**src/rtl/exti_pkg.sv**
```systemverilog
package exti_pkg;

    localparam int NUM_SRC = 4;
    localparam int PORT_W  = 8;

    typedef enum logic [1:0] {
        SENSE_FALL_LOW = 2'b00,
        SENSE_RISE     = 2'b01,
        SENSE_FALL     = 2'b10,
        SENSE_BOTH     = 2'b11
    } sense_e;

    typedef struct packed {
        logic rise;
        logic fall;
        logic low;
    } cond_t;

    // Pins belonging to each source, index 0 = port A group
    localparam logic [NUM_SRC-1:0][PORT_W-1:0] GROUP_MASK =
        {8'hD3, 8'h06, 8'h3F, 8'hFF};

    function automatic logic mode_hit(sense_e m, cond_t c);
        case (m)
            SENSE_RISE: return c.rise;
            SENSE_BOTH: return c.rise | c.fall;
            default:    return c.fall;
        endcase
    endfunction

endpackage

```
**src/rtl/exti_pin_sync.sv**
```systemverilog
module exti_pin_sync #(
    parameter int W = 8
) (
    input  logic         clk,
    input  logic         rst,
    input  logic [W-1:0] d,
    output logic [W-1:0] q
);
    logic [W-1:0] stage1;

    always_ff @(posedge clk) begin
        if (rst) begin
            stage1 <= '1;
            q      <= '1;
        end else begin
            stage1 <= d;
            q      <= stage1;
        end
    end
endmodule

```
**src/rtl/exti_grp_combine.sv**
```systemverilog
module exti_grp_combine #(
    parameter int           W    = 8,
    parameter logic [W-1:0] MASK = '1
) (
    input  logic [W-1:0] lvl,
    input  logic [W-1:0] opt,
    input  logic [W-1:0] dir,
    output logic         comb
);
    logic [W-1:0] use_pin;

    always_comb begin
        use_pin = opt & ~dir & MASK;
        comb    = &(lvl | ~use_pin);
    end
endmodule

```
**src/rtl/exti_src_detect.sv**
```systemverilog
module exti_src_detect
    import exti_pkg::*;
(
    input  logic   clk,
    input  logic   rst,
    input  logic   comb,
    input  sense_e mode,
    input  logic   wr_clr,
    input  logic   ack,
    output logic   req
);
    logic  prev;
    logic  pend;
    cond_t cond;
    logic  hit;

    always_comb begin
        cond.fall = prev & ~comb;
        cond.rise = ~prev & comb;
        cond.low  = ~comb;
        hit       = mode_hit(mode, cond);
        req       = pend | ((mode == SENSE_FALL_LOW) & cond.low);
    end

    always_ff @(posedge clk) begin
        if (rst) begin
            prev <= 1'b1;
            pend <= 1'b0;
        end else begin
            prev <= comb;
            if (wr_clr)   pend <= 1'b0;
            else if (hit) pend <= 1'b1;
            else if (ack) pend <= 1'b0;
        end
    end
endmodule

```
**src/rtl/ext_irq_sense.sv**
```systemverilog
module ext_irq_sense
    import exti_pkg::*;
#(
    parameter int NSRC = exti_pkg::NUM_SRC,
    parameter int PW   = exti_pkg::PORT_W
) (
    input  logic                   clk,
    input  logic                   rst,
    input  logic [NSRC-1:0][PW-1:0] pin_lvl,
    input  logic [NSRC-1:0][PW-1:0] pin_opt,
    input  logic [NSRC-1:0][PW-1:0] pin_dir,
    input  logic [1:0]             cpu_mask,
    input  logic                   cfg_we,
    input  logic [2*NSRC-1:0]      cfg_wdata,
    input  logic [NSRC-1:0]        irq_ack,
    output logic [2*NSRC-1:0]      cfg_rdata,
    output logic [NSRC-1:0]        irq_req
);
    localparam int CFG_W = 2 * NSRC;

    logic [NSRC-1:0][1:0] fld;
    logic [NSRC-1:0]      grp_lvl;
    logic [NSRC-1:0]      wr_clr;
    logic                 wr_ok;

    always_comb begin
        wr_ok = cfg_we && (cpu_mask == 2'b11);
        for (int k = 0; k < NSRC; k++)
            wr_clr[k] = wr_ok && (cfg_wdata[2*k +: 2] != fld[k]);
    end

    always_ff @(posedge clk) begin
        if (rst)        fld <= '0;
        else if (wr_ok) fld <= cfg_wdata;
    end

    assign cfg_rdata = CFG_W'(fld);

    for (genvar g = 0; g < NSRC; g++) begin : g_src
        logic [PW-1:0] lvl_s;

        exti_pin_sync #(.W(PW)) u_sync (
            .clk (clk),
            .rst (rst),
            .d   (pin_lvl[g]),
            .q   (lvl_s)
        );

        exti_grp_combine #(.W(PW), .MASK(GROUP_MASK[g])) u_comb (
            .lvl  (lvl_s),
            .opt  (pin_opt[g]),
            .dir  (pin_dir[g]),
            .comb (grp_lvl[g])
        );

        exti_src_detect u_det (
            .clk    (clk),
            .rst    (rst),
            .comb   (grp_lvl[g]),
            .mode   (sense_e'(fld[g])),
            .wr_clr (wr_clr[g]),
            .ack    (irq_ack[g]),
            .req    (irq_req[g])
        );
    end
endmodule

```
**config.mk**
```make
export PLATFORM = sky130hd
export DESIGN_NAME = ext_irq_sense
export DESIGN_NICKNAME = d
export VERILOG_FILES = /design/src/rtl/exti_pkg.sv /design/src/rtl/exti_pin_sync.sv /design/src/rtl/exti_grp_combine.sv /design/src/rtl/exti_src_detect.sv /design/src/rtl/ext_irq_sense.sv
export SDC_FILE = /design/constraint.sdc
export NUM_CORES = 1
export LEC_CHECK = 0
export BUFFER_PORTS_ARGS = -buffer_cell sky130_fd_sc_hd__buf_2
export CORE_UTILIZATION = 35
export DETAILED_ROUTE_END_ITERATION = 8
export PLACE_DENSITY = 0.65
export SETUP_SLACK_MARGIN = 0.2
export SYNTH_ARGS = -nofsm -noshare
export SYNTH_HDL_FRONTEND = slang
export SYNTH_SLANG_ARGS = --single-unit
```
**constraint.sdc**
```tcl
create_clock -name clk -period 5.2 [get_ports clk]
set_input_delay 0.52 -clock clk [delete_from_list [all_inputs] [get_ports clk]]
set_output_delay 0.52 -clock clk [all_outputs]
set_load 0.02 [all_outputs]
```
# Word level (Yosys, flattened, before mapping)

Cells that the tools add are included.

Register bits after elaboration: 80
Input bits: 113
Output and inout bits: 12
Word-level logic and storage cells: 110

Eq/ne operators: 13
Multiplexer cells: 12
Bitwise gates (word level): 44
Reduce and logical (&&, ||, !) cells: 21

Operators by type and width:

| cell                                                                  | count |
|---|---|
| 8-bit NOT                                                             | 4 |
| 8-bit bitwise OR                                                      | 4 |
| 8-bit AND reduction                                                   | 4 |
| 8-bit AND                                                             | 2 |
| 1-bit AND                                                             | 12 |
| 2-bit equality test, second input constant                            | 5 |
| 2-bit by 1-bit equality test with 1-bit output, second input constant | 4 |
| 2-bit logical NOT                                                     | 4 |
| 1-bit two-way mux                                                     | 8 |
| 2-bit inequality test                                                 | 4 |
| 1-bit NOT                                                             | 8 |
| 3-bit NOT with 8-bit output                                           | 1 |
| 6-bit NOT with 8-bit output                                           | 1 |
| 1-bit bitwise OR                                                      | 8 |
| 1-bit case mux with 2 select lines                                    | 4 |
| 2-bit nonzero test                                                    | 4 |
| 2-bit OR reduction                                                    | 4 |
| 6-bit AND                                                             | 1 |
| 6-bit NOT                                                             | 1 |
| 1-bit logical AND                                                     | 5 |
| 3-bit AND                                                             | 1 |
| 3-bit NOT                                                             | 1 |

# Logic depth before layout (Yosys ltp)

Word-level depth: 10
Gate-level depth with buffers: 10
Mapped depth without buffers: 10

# Modules after synthesis

Synthesis repeated with hierarchy kept, for this count alone.

Cells, all modules: 275
Area total of the unflattened synthesis: 2912.8 sq um

By module, submodules not included:

| module                             | instances | cells an instance | area each (sq um) | seq. area each (sq um) |
|---|---|---|---|---|
| exti_pin_sync                      | 4         | 33                | 431.7             | 320.3 |
| exti_src_detect                    | 4         | 15                | 130.1             | 40.0 |
| ext_irq_sense                      | 1         | 48                | 456.7             | 160.2 |
| exti_grp_combine (g_src[0].u_comb) | 1         | 13                | 76.3              | 0.0 |
| exti_grp_combine (g_src[1].u_comb) | 1         | 10                | 57.6              | 0.0 |
| exti_grp_combine (g_src[3].u_comb) | 1         | 9                 | 50.0              | 0.0 |
| exti_grp_combine (g_src[2].u_comb) | 1         | 3                 | 25.0              | 0.0 |

# Worst setup path after synthesis

No wires, ideal clock.

Path type: input -> output
Start point: in pin_dir[6] (netlist name)
End point: out irq_req[0]
Arrival time: 1.386 ns
Data required time: 4.680 ns
Path slack: 3.294 ns
Stages: 6
Buffers on the path: 1
Path through: nor2_1 -> a22oi_2 -> nand2_2 -> a2111oi_4 -> o31ai_1 -> buf_4

Longest elaborated chain between the ends: 8

Ends and longest elaborated chain:

| what                           | line                   | RTL |
|---|---|---|
| start, declared                | ext_irq_sense.sv:11    | `input logic [NSRC-1:0][PW-1:0] pin_dir,` |
| 8-bit NOT                      | exti_grp_combine.sv:13 | `use_pin = opt & ~dir & MASK;` |
| 8-bit AND                      | exti_grp_combine.sv:13 |  |
| 8-bit NOT                      | exti_grp_combine.sv:14 | `comb = &(lvl \| ~use_pin);` |
| 8-bit bitwise OR               | exti_grp_combine.sv:14 |  |
| 8-bit AND reduction            | exti_grp_combine.sv:14 |  |
| named net g_src[0].u_comb.comb | exti_grp_combine.sv:8  | `output logic comb` |
| 1-bit NOT                      | exti_src_detect.sv:20  | `cond.low = ~comb;` |
| 1-bit AND                      | exti_src_detect.sv:22  | `req = pend \| ((mode == SENSE_FALL_LOW) & cond.low);` |
| 1-bit bitwise OR               | exti_src_detect.sv:22  |  |
| end, declared                  | ext_irq_sense.sv:17    | `output logic [NSRC-1:0] irq_req` |

The timed path passes the listed nets, and every way through them passes these cells.

# Worst setup path after layout

Start point: reg g_src[0].u_sync.q[6]
End point: out irq_req[0]

Longest elaborated chain between the ends: 5

Ends and longest elaborated chain:

| what                           | line                   | RTL |
|---|---|---|
| start, declared                | exti_pin_sync.sv:7     | `output logic [W-1:0] q` |
| start signal, assigned         | exti_pin_sync.sv:17    | `q <= stage1;` |
| 8-bit bitwise OR               | exti_grp_combine.sv:14 |  |
| 8-bit AND reduction            | exti_grp_combine.sv:14 |  |
| named net g_src[0].u_comb.comb | exti_grp_combine.sv:8  |  |
| 1-bit NOT                      | exti_src_detect.sv:20  |  |
| 1-bit AND                      | exti_src_detect.sv:22  |  |
| 1-bit bitwise OR               | exti_src_detect.sv:22  |  |

The timed path passes the listed nets, and every way through them passes these cells.

==> metrics.log <==
[metrics] number of distinct library cell variants in the gate-level netlist after synthesis: 28
[metrics] clock tree from TritonCTS: built
[metrics] Max Fclk: 474 MHz
[metrics] initial core utilization: 0.371
[metrics] leading cell type in the layout, fill and taps excluded: sky130_fd_sc_hd__buf_2
[metrics] uppermost metal layer occupied by signal nets: met4
[metrics] top fanout value on the critical path: 4
[metrics] Worst EP arrival: 1.59 ns
[metrics] sequential share of power: 0.485
[metrics] gp weighted congestion: approximately 0.67
[metrics] post-synthesis share of cell area spent on xor and xnor gates: 0.0313
[metrics] Hold WC Path Type: input pin to register
[metrics] clock-pin slew reported for the worst setup and hold paths after clock tree synthesis: about 0.060 ns
[metrics] Std-Cell Core Area: 6030 µm²
[metrics] Crit path max-delay family: compound AO/OA/AOI/OAI gates
[metrics] hold depth: 2
[metrics] clock period minus final worst setup slack: 2.11 ns
[metrics] Clk network pwr share: 0.418
[metrics] hold-critical path endpoint: g_src[3].u_sync.stage1[6]
[metrics] Clock Tree Buf Depth: 2
[metrics] proportion of synthesized area in mux cells: 0.00448
[metrics] arithmetic-cell share of the synthesized area counting full adders, half adders and majority gates: 0.0448
[metrics] total die area: around 6700 µm²
[metrics] Hold Crit Start: pin_lvl[30]
[metrics] number of instances in the synthesized netlist: ~240
[metrics] clock latency on the worst-skew pair: ~0.32 ns
[metrics] reported leakage power: between 1 and 1.5 nW
[metrics] fraction of post-synthesis cell area in the top cell type by area: 0.519
[metrics] critical path class: register to output pin
[metrics] leading area contributor after synthesis: sky130_fd_sc_hd__dfxtp_1
[metrics] diode count: 0
[metrics] gr ovfl total: 0
[metrics] commonest cells after routing, fill and taps aside: 91 x sky130_fd_sc_hd__buf_2, 58 x sky130_fd_sc_hd__dfxtp_1, 44 x sky130_fd_sc_hd__or2_1
[metrics] first-pass GRT wire length: 6810 µm
[metrics] vias in the first global route: ~1700
[metrics] required time of the critical path: 4.68 ns
[metrics] Detail Route Antenna Nets: 0
[metrics] type of destination of the critical path: output pin
[metrics] Pint: roughly 760 µW
[metrics] wire length on met2: 2010 µm
[metrics] capture instance of the worst register-to-register path: g_src[0].u_det.pend
[metrics] Die X: between 80 and 90 µm
[metrics] Die Height: 81.9 µm
[metrics] total power per unit cell area: 334 nW/µm²
[metrics] peak supply drop: 0.213 mV
[metrics] number of cell rows: 28
[metrics] number of antenna violations at the first check in global routing: 0
[metrics] post-route clock skew: ~0.0055 ns
[metrics] worst r2r src: g_src[0].u_sync.q[6]
[metrics] final worst-path cycle share: 0.406
[metrics] overall routed net length: 4140 µm
[metrics] Syn-to-layout area delta: 30.7%
[metrics] Synth Cell Area: between 2000 and 2500 µm²
[metrics] number of buffers inserted to repair setup after CTS: 0
[metrics] maximum capacitance violations: 0
[metrics] number of vias in the routed layout: 1780
[metrics] Seq/Total Area, Yosys: 0.519
[metrics] remaining routing DRC violations: 0
[metrics] Final Hold Slack: 0.371 ns
[metrics] largest cells by area after synthesis: sky130_fd_sc_hd__dfxtp_1 52%, sky130_fd_sc_hd__or2_1 12%, sky130_fd_sc_hd__a21oi_1 4.9%, sky130_fd_sc_hd__ha_1 4.5%, sky130_fd_sc_hd__nor2_1 3.7%
[metrics] Tot GR Track Use: 0.138
[metrics] R2R Setup Slk: 3.40 ns
[metrics] DP Wirelength: 3000 µm
[metrics] unrepaired setup endpoints after global routing: no
[metrics] root buffer cell: sky130_fd_sc_hd__clkbuf_8
[metrics] synthesized-area fraction occupied by ao, oa, aoi and oai cells: 0.110
[metrics] number of buffers added on ports: 91
[metrics] result of the run: finished clean
[metrics] power share of the combinational group: 0.097
[metrics] count of warnings emitted by yosys: 0
[metrics] number of hold-repair buffers added at the cts stage: 0
[metrics] transition time at the pin with the least slew margin: 0.808 ns
[metrics] CP bufs+invs: 1
[metrics] Fill cells: 605
[metrics] Crit-path slowest cell: sky130_fd_sc_hd__a2111oi_4
[metrics] CTS resizes: 0
[metrics] TritonRoute pass-1 iters: 4
[metrics] combinational family with the most area after synthesis: simple AND/OR/NAND/NOR gates
[metrics] Nets: 450
[metrics] Sw Pwr: 213 µW
[metrics] vias per cell: 4.35
[metrics] highest cell delay on the worst timing path: 0.37 ns
[metrics] I/O pin cnt: 125
[metrics] length of routed met3 wiring: 271 µm
[metrics] number of slew-limit violations in the final report: 0
[metrics] sum of negative setup slack: 0 ns
[metrics] share of final-layout standard cells stronger than drive strength 1: 0.326
[metrics] number of DRC markers in iteration 0: 34
[metrics] H-tree levels: 3
[metrics] synthesized netlist net count: 360
[metrics] simple logic cell fraction of the synthesized area: 0.237
[metrics] Worst Setup Start Kind: register
[metrics] routed wirelength normalized by instance count: 10.1 µm
[metrics] final setup vio count: 0
[metrics] headroom to the max-slew limit: 0.461
[metrics] switching fraction of total power: 0.219
[metrics] DRT met1 WL: about 1800 µm
[metrics] average cell area after synthesis: 9.36 µm²
[metrics] number of synthesized register bits: 58
[metrics] number of hold violations in the final report: 0
[metrics] list of cells traversed by the critical path: nor2_1, a22oi_2, nand2_2, a2111oi_4, o31ai_1, buf_2
[metrics] pin count of the biggest net entering global routing: 59
[metrics] cells on worst reg2reg path: 9
[metrics] Inserted Clock Buffers: 9
[metrics] crit path from: g_src[0].u_sync.q[6]
[metrics] clock sinks: 58
-- per-layer routing --
layer | vias up | track usage
met5 | - | 0
met4 | 0 | 0.0684
met3 | 7 | 0.0556
met2 | 54 | 0.239
met1 | 776 | 0.145
li1 | 943 | -
-- power groups by stage --
stage / Clock, mW / Sequential, mW / Combinational [mW]
CTS: 0.423 / 0.474 / 0.0964
global placement: 0 / 0.483 / 0.0934
global route: 0.441 / 0.476 / 0.108
detailed placement: 0 / 0.483 / 0.0960
floorplan: 0 / 0.484 / 0.0554
finish: 0.408 / 0.473 / 0.0942
-- synth_stat cells (all sizes together) --
| cell type | count |
|---|---|
| dfxtp | 58 |
| or2 | 44 |
| a21oi | 22 |
| nor2 | 22 |
| nand2 | 20 |
| inv | 15 |
| ha | 8 |
| xnor2 | 8 |
| buf | 6 |
| clkbuf | 6 |
| a22oi | 5 |
| nor3 | 4 |
| nor3b | 4 |
| nand3 | 3 |
| a21o | 2 |
| nand2b | 2 |
| o21ai | 2 |
| o22ai | 2 |
| o31ai | 2 |
| a2111oi | 1 |
| a22o | 1 |
| and3 | 1 |
| mux2i | 1 |
-- how the worst max path moves through the flow --
stage                                      to  slack [ns]  depth (start not counted)
final                              irq_req[0]        3.09                          6
after global routing               irq_req[0]        2.95                          6
after CTS                          irq_req[0]        3.04                          6
after detailed placement  g_src[0].u_det.pend        3.10                         10
after global placement    g_src[0].u_det.pend        3.12                         10
after floorplan                    irq_req[0]        3.29                          6
-- state kept, by name (all words and copies together) (netlist names) --
| signal | cells |
|---|---|
| g_src.u_det.prev | 4 |
| cfg_rdata | 8 |
| g_src.u_det.pend | 4 |
| g_src.u_sync.stage1 | 21 |
| g_src.u_sync.q | 21 |
-- cells by family after synthesis --
| logic type | count (synthesis) |
|---|---|
| buffers and inverters | 27 |
| AND/OR/NAND/NOR | 100 |
| multiplexers | 1 |
| flip-flops | 58 |
| AO/OA/AOI/OAI | 37 |
| XOR/XNOR | 8 |
| adder cells (fa/ha/maj) | 8 |
-- metrics by stage --
| step | instances | total power, mW | util | setup WS [ns] | area [µm²] |
|---|---|---|---|---|---|
| 6_report | 409 | 0.975 | 0.485 | 3.09 | 2920 |
| 5_1_grt | 409 | 1.03 | 0.485 | 2.95 | 2920 |
| 4_1_cts | 409 | 0.993 | 0.485 | 3.04 | 2920 |
| 3_5_place_dp | 393 | 0.579 | 0.452 | 3.10 | 2720 |
| 3_3_place_gp | 393 | 0.576 | 0.452 | 3.12 | 2720 |
| 2_1_floorplan | 239 | 0.539 | - | 3.29 | 2240 |
-- area by class of cell --
class	instances	area (µm²)	area share
sequential	58	1160	0.397
timing repair buffer	91	455	0.156
clock inverter	2	35.0	0.0120
clock buffer	14	163	0.0557
multi-input combinational	154	957	0.328
inverter	15	56.3	0.0193
tap	75	93.8	0.0321
Note: power is estimated with default switching activity, not from simulation.
